--- src/rtl/prbs_gen.sv ---
module prbs_gen #(
  parameter int              W       = 32,
  parameter int              LOOK    = 14,
  parameter logic [W-1:0]    TAP_RST = 32'h0009_0000,
  parameter int              LEN_RST = 20
) (
  input  logic          clk,
  input  logic          rst,
  input  logic          wr_en,
  input  logic [1:0]    wr_addr,
  input  logic [W-1:0]  wr_data,
  input  logic          bit_en,
  output logic          dout
);
  localparam int            LW  = $clog2(W);
  localparam int            PD  = LOOK + 1;
  localparam int            ZW  = $clog2(PD + 2);
  localparam logic [LW-1:0] TOP = LW'(W - 1);

  logic [W-1:0]  taps, seed, sr;
  logic [LW-1:0] lsel;
  logic          qrss, ld_q;
  logic [PD-1:0] pipe;

  wire          ctl_wr  = wr_en && (wr_addr == 2'd3);
  wire          ld_fire = ctl_wr && wr_data[0] && !ld_q;
  wire [W-1:0]  lmask   = {W{1'b1}} >> (TOP - lsel);
  wire [W-1:0]  seed_m  = seed & lmask;
  wire [W-1:0]  ld_val  = (seed_m == '0) ? W'(1) : seed_m;
  wire          fb      = ^(sr & taps);
  wire          raw     = sr[lsel];

  assign dout = pipe[PD-1] | (qrss & ~|pipe[PD-2:0]);

  always_ff @(posedge clk) begin
    if (rst) begin
      taps <= TAP_RST;
      seed <= W'(1);
      lsel <= LW'(LEN_RST - 1);
      qrss <= 1'b0;
      ld_q <= 1'b0;
      sr   <= '1;
      pipe <= '1;
    end else begin
      if (wr_en) begin
        case (wr_addr)
          2'd0: taps <= wr_data;
          2'd1: seed <= wr_data;
          2'd2: lsel <= wr_data[LW-1:0];
          default: begin
            ld_q <= wr_data[0];
            qrss <= wr_data[1];
          end
        endcase
      end
      if (ld_fire) begin
        sr <= ld_val;
      end else if (bit_en) begin
        sr   <= {sr[W-2:0], fb} & lmask;
        pipe <= {pipe[PD-2:0], raw};
      end
    end
  end

  logic [ZW-1:0] zrun;
  always_ff @(posedge clk) begin
    if (rst || !qrss)
      zrun <= '0;
    else if (bit_en && !ld_fire)
      zrun <= dout ? '0 : ((zrun == ZW'(PD + 1)) ? zrun : zrun + 1'b1);
  end


  hold_chk: assert property (@(posedge clk) disable iff (rst)
    (!bit_en && !ld_fire) |=> ($stable(sr) && $stable(pipe)));


  seed_nz_chk: assert property (@(posedge clk) disable iff (rst)
    ld_fire |=> (sr != '0));


  len_chk: assert property (@(posedge clk) disable iff (rst)
    (bit_en && !ld_fire) |=> ((sr & ~$past(lmask)) == '0));


  pipe_chk: assert property (@(posedge clk) disable iff (rst)
    (bit_en && !ld_fire) |=> (pipe[0] == $past(raw)));


  edge_chk: assert property (@(posedge clk) disable iff (rst)
    (ctl_wr && wr_data[0] && ld_q && !bit_en) |=> $stable(sr));


  ldpri_chk: assert property (@(posedge clk) disable iff (rst)
    (ld_fire && bit_en) |=> $stable(pipe));


  run_chk: assert property (@(posedge clk) disable iff (rst)
    zrun <= ZW'(LOOK));
endmodule

--- config.mk ---
export PLATFORM = sky130hd
export DESIGN_NAME = prbs_gen
export DESIGN_NICKNAME = d
export VERILOG_FILES = /design/src/rtl/prbs_gen.sv
export SDC_FILE = /design/constraint.sdc
export NUM_CORES = 1
export LEC_CHECK = 0
export BUFFER_PORTS_ARGS = -buffer_cell sky130_fd_sc_hd__buf_2
export CORE_AREA = 2 2 106 108
export DETAILED_ROUTE_END_ITERATION = 8
export DIE_AREA = 0 0 108 110
export PLACE_DENSITY = 0.74
export SYNTH_ARGS = -nofsm -noshare
export SYNTH_HDL_FRONTEND = slang
export SYNTH_SLANG_ARGS = --single-unit
export TNS_END_PERCENT = 30
--- constraint.sdc ---
create_clock -name clk -period 2.18 [get_ports clk]
set_input_delay 0.436 -clock clk [delete_from_list [all_inputs] [get_ports clk]]
set_output_delay 0.436 -clock clk [all_outputs]
set_load 0.005 [all_outputs]
* Word-level counts from Yosys, hierarchy flattened *
Cells that the tools add are included.

storage, ports and cells
  bits in registers = 118
  latch bits = 0
  bits in writable memories = 0
  bits in read-only memories = 0
  logic and storage cells = 41
  memories kept = 0

cells by class
  $add $sub $neg = 1
  multipliers = 0
  div/mod/pow operators = 0
  $lt $le $gt $ge = 1
  equal/unequal tests = 3
  shift-type cells = 1
  mux-type cells = 5
  bitwise gates (word level) = 7
  reduce and logical (&&, ||, !) cells = 16

operator list
  kind                                                 number
  AND 32 bit                                           3
  2-to-1 mux 32 bit                                    3
  zero test 32 bit                                     1
  XOR reduction 32 bit                                 1
  >> shifter 32 x 5 -> 32 bit (first input constant)   1
  OR reduction 14 bit                                  1
  AND reduction 2 bit                                  5
  < comparator 5 x 6 -> 1 bit (second input constant)  1
  binary-select mux 1 bit (select 5 bit)               1
  subtractor 5 bit (first input constant)              1
  == test 2 bit (second input constant)                2
  logical AND 1 bit                                    3
  OR reduction 3 bit                                   1
  == test 2 x 1 -> 1 bit (second input constant)       1
  zero test 1 bit                                      2
  zero test 2 bit                                      1
  inverter 1 bit                                       2
  nonzero test 2 bit                                   1
  AND 1 bit                                            1
  2-to-1 mux 1 bit                                     1
  bitwise OR 1 bit                                     1

* Longest topological paths before layout *
Gate-level depths: netlist (run 1).

  word-level depth = 6
  depth in mapped cells = 10
  depth with buffers taken out = 7

* Worst setup path after synthesis (run 1) *
OpenSTA, ideal clock, no wires.

  path kind = register -> register
  start = register lsel[1]
  end = register sr[0]
  library setup time = 70 ps
  data arrival time = 2078 ps
  required time = 2110 ps
  path slack = 32 ps
  stages on the path, launching flop included = 9
  path buffers = 1
  clock period less this slack = 2148 ps
  path through = dfxtp_1 buf_6 or4_4 o21ai_2 o2111ai_1 or4_1 o31ai_1 a21oi_1 a21oi_1

between the ends
  word-level cells in the longest chain between the ends = 6
  elaborated cells on any way between the ends = 8

RTL lines
  what                             line  source
  start, declared                  21    logic [LW-1:0] lsel;
  start signal, assigned           39    lsel <= LW'(LEN_RST - 1);
  start signal, assigned           49    2'd2: lsel <= wr_data[LW-1:0];
  subtractor 5 bit (*)             27    wire [W-1:0] lmask = {W{1'b1}} >> (TOP - lsel);
  >> shifter 32 x 5 -> 32 bit (*)  27
  AND 32 bit                       28    wire [W-1:0] seed_m = seed & lmask;
  zero test 32 bit                 29    wire [W-1:0] ld_val = (seed_m == '0) ? W'(1) : seed_m;
  2-to-1 mux 32 bit                29
  2-to-1 mux 32 bit (*)            56    if (ld_fire) begin
  end signal, assigned             57    sr <= ld_val;
  end signal, assigned             59    sr <= {sr[W-2:0], fb} & lmask;
  end, declared                    20    logic [W-1:0] taps, seed, sr;

Every way passes the cells marked *; elsewhere a longest branch is shown, timed or not. The select of a mux whose other input is x is not followed.
A chain may end at the register's enable or synchronous reset.

* Final worst setup path (run 1) *
Same ends and word-level chain as after synthesis.

==> results of run 1 <==
routing by layer:
| metal | share of wire | vias to the layer above |
|---|---|---|
| met4 | 0.026 | 0 |
| met5 | 0 | - |
| met3 | 0.062 | 37 |
| li1 | - | 2635 |
| met1 | 0.43 | 2718 |
| met2 | 0.49 | 239 |
worst max path at each step:
stage / end / slack (ps) / start / cells past startpoint
after detailed placement: sr[0] / -90 / lsel[0] / 7
after global placement: sr[0] / -50 / lsel[1] / 7
after floorplan: sr[0] / 30 / lsel[1] / 8
final: sr[0] / 4 / lsel[1] / 7
after CTS: sr[0] / -20 / lsel[1] / 7
after global routing: sr[0] / -100 / lsel[1] / 9
cells in the mapped netlist (2+ instances only):
master | number | area, sq um
and3_1 | 25 | 156
a21o_1 | 2 | 15.0
nand3b_1 | 6 | 45.0
dfxtp_1 | 118 | 2360
inv_1 | 8 | 30.0
xor2_1 | 8 | 70.1
o22ai_1 | 2 | 12.5
a221oi_1 | 2 | 17.5
a31oi_1 | 23 | 144
mux2i_1 | 5 | 50.1
nor2_1 | 23 | 86.3
nor4_1 | 2 | 12.5
nor3_1 | 3 | 15.0
o31ai_1 | 4 | 30.0
mux4_1 | 4 | 105
nor3b_1 | 4 | 30.0
xnor2_1 | 23 | 201
nand2_1 | 187 | 702
o21ai_0 | 31 | 155
mux4_2 | 6 | 135
a211o_1 | 19 | 166
nand2b_1 | 3 | 18.8
nand3_1 | 11 | 55.1
buf_2 | 3 | 15.0
nand4_1 | 4 | 25.0
buf_1 | 4 | 15.0
o2111ai_1 | 3 | 26.3
a311o_1 | 2 | 20.0
a21oi_1 | 91 | 455
or3_1 | 3 | 18.8
nor2b_1 | 13 | 81.3
or2_2 | 5 | 31.3
a211oi_1 | 4 | 30.0
clkbuf_1 | 48 | 180
o211ai_1 | 3 | 22.5
a311oi_1 | 3 | 26.3
cell usage in the layout, fill, tap and decap left out, types with 3 or more instances in the layout:
cell and instances:
clkbuf_16 16, clkbuf_8 3, nor2b_1 13, o21ai_0 31, inv_1 8, and3_1 25, a211oi_1 4, clkinvlp_4 4
mux4_1 4, a21oi_1 91, nand3b_1 6, a31oi_1 23, nand2_1 187, dfxtp_1 117, xnor2_1 23, nor2_1 22
mux2i_1 5, buf_4 47, buf_12 4, or2_2 5, o31ai_1 3, o211ai_1 3, buf_6 3, a211o_1 19
xor2_1 8, mux4_2 6, buf_2 37, nand4_1 4, or3_1 3, nor3b_1 3, a311oi_1 3, nand3_1 11
nand2b_1 3, bufinv_16 6
cells by family (layout without fill, tap and decap cells):
kind of cell,Yosys count,in the layout,synth area share
flip-flops,118,118,0.415
AND/OR/NAND/NOR,295,295,0.233
AO/OA/AOI/OAI,197,197,0.209
XOR/XNOR,31,31,0.0477
multiplexers,15,15,0.0510
buffers and inverters,64,131,0.0441
flip-flops by register name (all words and copies together) (netlist names):
name  count
qrss      1
lsel      5
taps     32
pipe     15
seed     32
sr       32
ld_q      1
area by class of cell:
cell class	count	area, sq um	area share
inverters	8	30.0	0.00427
repair buffers	91	652	0.0928
flip-flops and latches	118	2360	0.336
well taps	140	175	0.0249
clock inverters	12	224	0.0319
clock buffers	20	445	0.0634
multi-input cells	538	3140	0.446
power by group through the flow:
stage / Clock (uW) / Sequential, uW / Combinational (uW)
detailed placement: 0 / 2440 / 718
finish: 3140 / 2410 / 745
global placement: 0 / 2440 / 700
floorplan: 0 / 2390 / 481
global route: 3270 / 2410 / 811
CTS: 3180 / 2400 / 724
timing repair:
action                                 CTS  global route
setup endpoints to repair                2             2
setup buffers                            0             5
gates resized for setup                  5             6
endpoints found under the hold margin    0             0
pin swaps                                2             7
critical path, stage by stage, from the launching register on:
cell,delay [ps]
dfxtp_2,340
or4_4,560
o21ai_2,180
o2111ai_2,110
or4_4,440
o31ai_2,250
a21oi_1,90
a21oi_1,140
through the flow:
step                hold slack (ps)  setup TNS [ps]  power [uW]  area, sq um  std cells
floorplan                       432               0        2870         5700        720
global placement                445           -48.4        3140         6250        890
detailed placement              448            -134        3160         6250        890
CTS                             104           -21.2        6300         6940        922
global route                    129            -157        6490         7030        927
finish                          126               0        6290         7030        927
==> impl_results.md, run 1 <==
* Status: completed
* PnR worst setup slack at 3.97 ps
* # H-tree levels at 4
* N_diodes at 0
* Actual slew at the worst max-slew pin at 743 ps
* Buffers added on ports at 38
* Post-synth EDFFs at 0
* Cts bufs inserted at 17
* Ys async rst share at 0
* Combinational fraction of design power at 0.118
* Clock Power Share at 0.499
* Fin crit share at 0.998
* Die area at 11900 sq um
* Leakage at 0.00271 uW
* Fin crit period at 2180 ps
* Register clock-pin slew on the reported worst setup and hold paths at 60 ps
* M2 GR Usage at 0.526
* # fillers at 901
* Largest net degree at the start of global routing at 62
* Clk buf depth at 2
* Crit path kind: flop to flop
* CTS tree: built
* Slew Viols, Final at 0
* Initial antenna violation count at 0
* GR Util met1 at 0.392
* Standard-cell row count at 38
* Via count at 5629
* CTS sink count at 118
* Worst setup SP type: flop
* Hold Path Origin: wr_data[19]
* Io pins at 39
* Clock root buffer: clkbuf_8
* Syn Inst Count at 720
* Number of global-route vias before repair at 5163
* Max Cap Viol at 0
* Share of the yosys chip area belonging to registers at 0.415
* Post-route DRC at 0
* Hold WC Path Type: primary input to flop
* Clk_lat worst skew at 540 ps
* Reg2reg path depth at 7
* DR iter-0 viols at 513
* Reg2reg end: sr[0]
* Fmax at 460 MHz
* Final net count at 812
* Core area at 10700 sq um
* Syn_nets at 758
* Reg2Reg Launch Point: lsel[1]
* Final Hold Vio Count at 0
* Data required time at the worst endpoint at 2650 ps
* Rel. slew slack at 0.505
* Post-route ant nets at 0
* Sequential share of power at 0.382
* Worst-path fanout max at 3
* P per Cell Area at 895 nW/um^2
* Gr busiest metal: met2
* Hold Buf Count CTS at 0
* Die H at 110 um
* Pre-CTS WS at -85.6 ps
* Syn avg cell area at 7.91 sq um
* First-pass GRT wire length at 27600 um
* Max VDD drop at 0.000593 V
* DRT Wirelength at 17700 um
* RSZ-0062 raised after global routing: yes
* Switch Pwr at 1510 uW
* Seq cells post-synth at 118
* Min-Delay Path Depth at 3
* Final Setup Violations at 0
* Crit path DAT at 2640 ps
* GPL Wtd Cong at 0.951
* Drt wl/cell at 19.1 um
* Met3 GRT Util at 0.0647
* Die X at 108 um
* Global Route Usage Sum at 0.311
* Sw Share at 0.241
* FF-to-FF setup slack at 4 ps
* Initial Utilization at 0.533
* Int Power at 4780 uW
* Area Growth Syn to Fin at 23.3%
* Netlist cell types at 51
* Hold endpoint: taps[19]
* Mapped cell area at 5700 sq um
* Nature of the critical path endpoint: flop
* GRT overflow at 0
* Synth Warn # at 0
* Vias per cell at 6.07
* Share of cells above drive strength 1 at 0.187
* Clock skew at 6.51 ps
* Final Util at 0.657
* Pre-antenna DRT Iters at 5
* DPL Wire Length at 12600 um
* Top FF cell, synth: dfxtp_1
(Power assumes the default switching activity.)
==> run 2: changes to the inputs <==
CTS_BUF_LIST = sky130_fd_sc_hd__clkbuf_16   (was not set)
==> impl_results.md, run 2 (synthesis gave the netlist of run 1 again) <==
* Slew Viols, Final at 0 (unchanged)
* Final Setup Violations at 0 (unchanged)
* Post-route ant nets at 0 (unchanged)
* Global Route Usage Sum at 0.312 (+0.00121)
* CTS tree: built
* Die H at 110 um (unchanged)
* First-pass GRT wire length at 27600 um (+0.15%)
* Core area at 10700 sq um (unchanged)
* Final net count at 812 (unchanged)
* Reg2reg path depth at 6 (-1)
* Clk buf depth at 2 (unchanged)
* Hold Buf Count CTS at 0 (unchanged)
* Max VDD drop at 0.000579 V (-2.4%)
* Register clock-pin slew on the reported worst setup and hold paths at 60 ps (about the same)
* Worst setup SP type: flop
* Area Growth Syn to Fin at 23.2%
* Most common cell after layout, fill and taps aside: nand2_1
* Hold endpoint: taps[19]
* Number of global-route vias before repair at 5182 (+0.37%)
* Cts bufs inserted at 17 (unchanged)
* CTS sink count at 118 (unchanged)
* DR iter-0 viols at 503 (-1.9%)
* Largest net degree at the start of global routing at 62 (unchanged)
* N_diodes at 0 (unchanged)
* Most frequent cells in the layout: 187 x nand2_1, 117 x dfxtp_1, 91 x a21oi_1
* Crit path DAT at 2480 ps (-160 ps)
* Standard-cell row count at 38 (unchanged)
* Initial Utilization at 0.533 (unchanged)
* FF-to-FF setup slack at 2 ps (about the same)
* Via count at 5586 (-0.76%)
* Data required time at the worst endpoint at 2480 ps (-170 ps)
* Io pins at 39 (unchanged)
* Buffers added on ports at 38 (unchanged)
* Clock skew at 9.15 ps (+2.63 ps)
* DPL Wire Length at 12600 um (unchanged)
* Reg2reg end: pipe[0]
* Crit path kind: flop to flop
* GRT overflow at 0 (unchanged)
* # H-tree levels at 4 (unchanged)
* Leakage at 0.00270 uW (about the same)
* Hold WC Path Type: primary input to flop
* RSZ-0062 raised after global routing: yes
* GPL Wtd Cong at 0.951 (unchanged)
* Nature of the critical path endpoint: flop
* Max Cap Viol at 0 (unchanged)
* Fmax at 459 MHz (about the same)
* Hold WS at 239 ps (+113 ps)
* P per Cell Area at 893 nW/um^2 (-0.30%)
* Final Hold Vio Count at 0 (unchanged)
* Clock root buffer: clkbuf_16
* DRT Wirelength at 17700 um (about the same)
* Reg2Reg Launch Point: lsel[1]
* Vias per cell at 6.03 (-0.76%)
* Min-Delay Path Depth at 3 (unchanged)
* Share of cells above drive strength 1 at 0.184 (-0.00254)
* Fin crit share at 0.999 (about the same)
* Actual slew at the worst max-slew pin at 754 ps (+10.8 ps)
* Worst-path fanout max at 9 (+6)
* Die X at 108 um (unchanged)
* Initial antenna violation count at 0 (unchanged)
* # fillers at 911 (+1.1%)
* Post-route DRC at 0 (unchanged)
* Hold Path Origin: wr_data[19]
* Status: completed
* Rel. slew slack at 0.497 (-0.00717)
* Die area at 11900 sq um (unchanged)
* Power, Total at 6260 uW (-0.42%)
* Clk_lat worst skew at 420 ps (-120 ps)
* Design area at 7020 sq um (-0.12%)
* DP Area at 6250 sq um (unchanged)
* Fin crit period at 2180 ps (+1.83 ps)
* Pre-antenna DRT Iters at 5 (unchanged)
* Top flop regs: seed: 32 flops, sr: 32 flops, taps: 32 flops
* Drt wl/cell at 19.1 um (about the same)
==> run 2: power by group <==
group | switching, uW | internal [uW]
Combinational | 396 | 349
Sequential | 124 | 2280
Clock | 988 | 2120
==> run 2: area by class of cell <==
type / instances / area, sq um / area share
Inverter: 8 / 30.0 / 0.00428
Tap cell: 140 / 175 / 0.0250
Timing Repair Buffer: 91 / 652 / 0.0929
Clock inverter: 15 / 235 / 0.0335
Multi-Input combinational cell: 538 / 3140 / 0.447
Clock buffer: 17 / 425 / 0.0606
Sequential cell: 118 / 2360 / 0.337
==> run 2: how the worst max path moves through the flow <==
stage	from	to	slack, ps	cells past startpoint
2_1_floorplan	lsel[1]	sr[0]	30	8
3_3_place_gp	lsel[1]	sr[0]	-50	7
3_5_place_dp	lsel[0]	sr[0]	-90	7
4_1_cts	lsel[1]	sr[0]	-20	7
5_1_grt	lsel[1]	sr[0]	-100	9
6_report	lsel[1]	pipe[0]	2	6
==> run 2: per-stage QoR <==
stage / TNS [ps] / setup WS (ps) / utilization / instances
final: 0 / 2.15 / 0.656 / 927
after global routing: -156 / -102 / 0.656 / 927
after CTS: -20.3 / -20.3 / 0.648 / 922
after detailed placement: -134 / -85.6 / 0.585 / 890
after global placement: -48.4 / -48.4 / 0.585 / 890
after floorplan: 0 / 31.9 / - / 720
==> run 2: critical path, stage by stage (launching register included) <==
cell and delay (ps):
dfxtp_2 360, buf_6 150, mux4_1 550, mux4_2 490
mux2i_1 190, nor2_1 60, a211o_1 260
==> run 2: layer usage <==
metal / GRT usage / part of all wire
met1: 0.396 / 0.43
met2: 0.527 / 0.49
met3: 0.0670 / 0.063
met4: 0.110 / 0.023
met5: 0 / 0
==> run 2: what timing repair did <==
item                       CTS  global route
buffers inserted             0             5
pin swaps                    2             7
cloned                       0             0
resized for setup            5             6
setup endpoints to repair    2             2
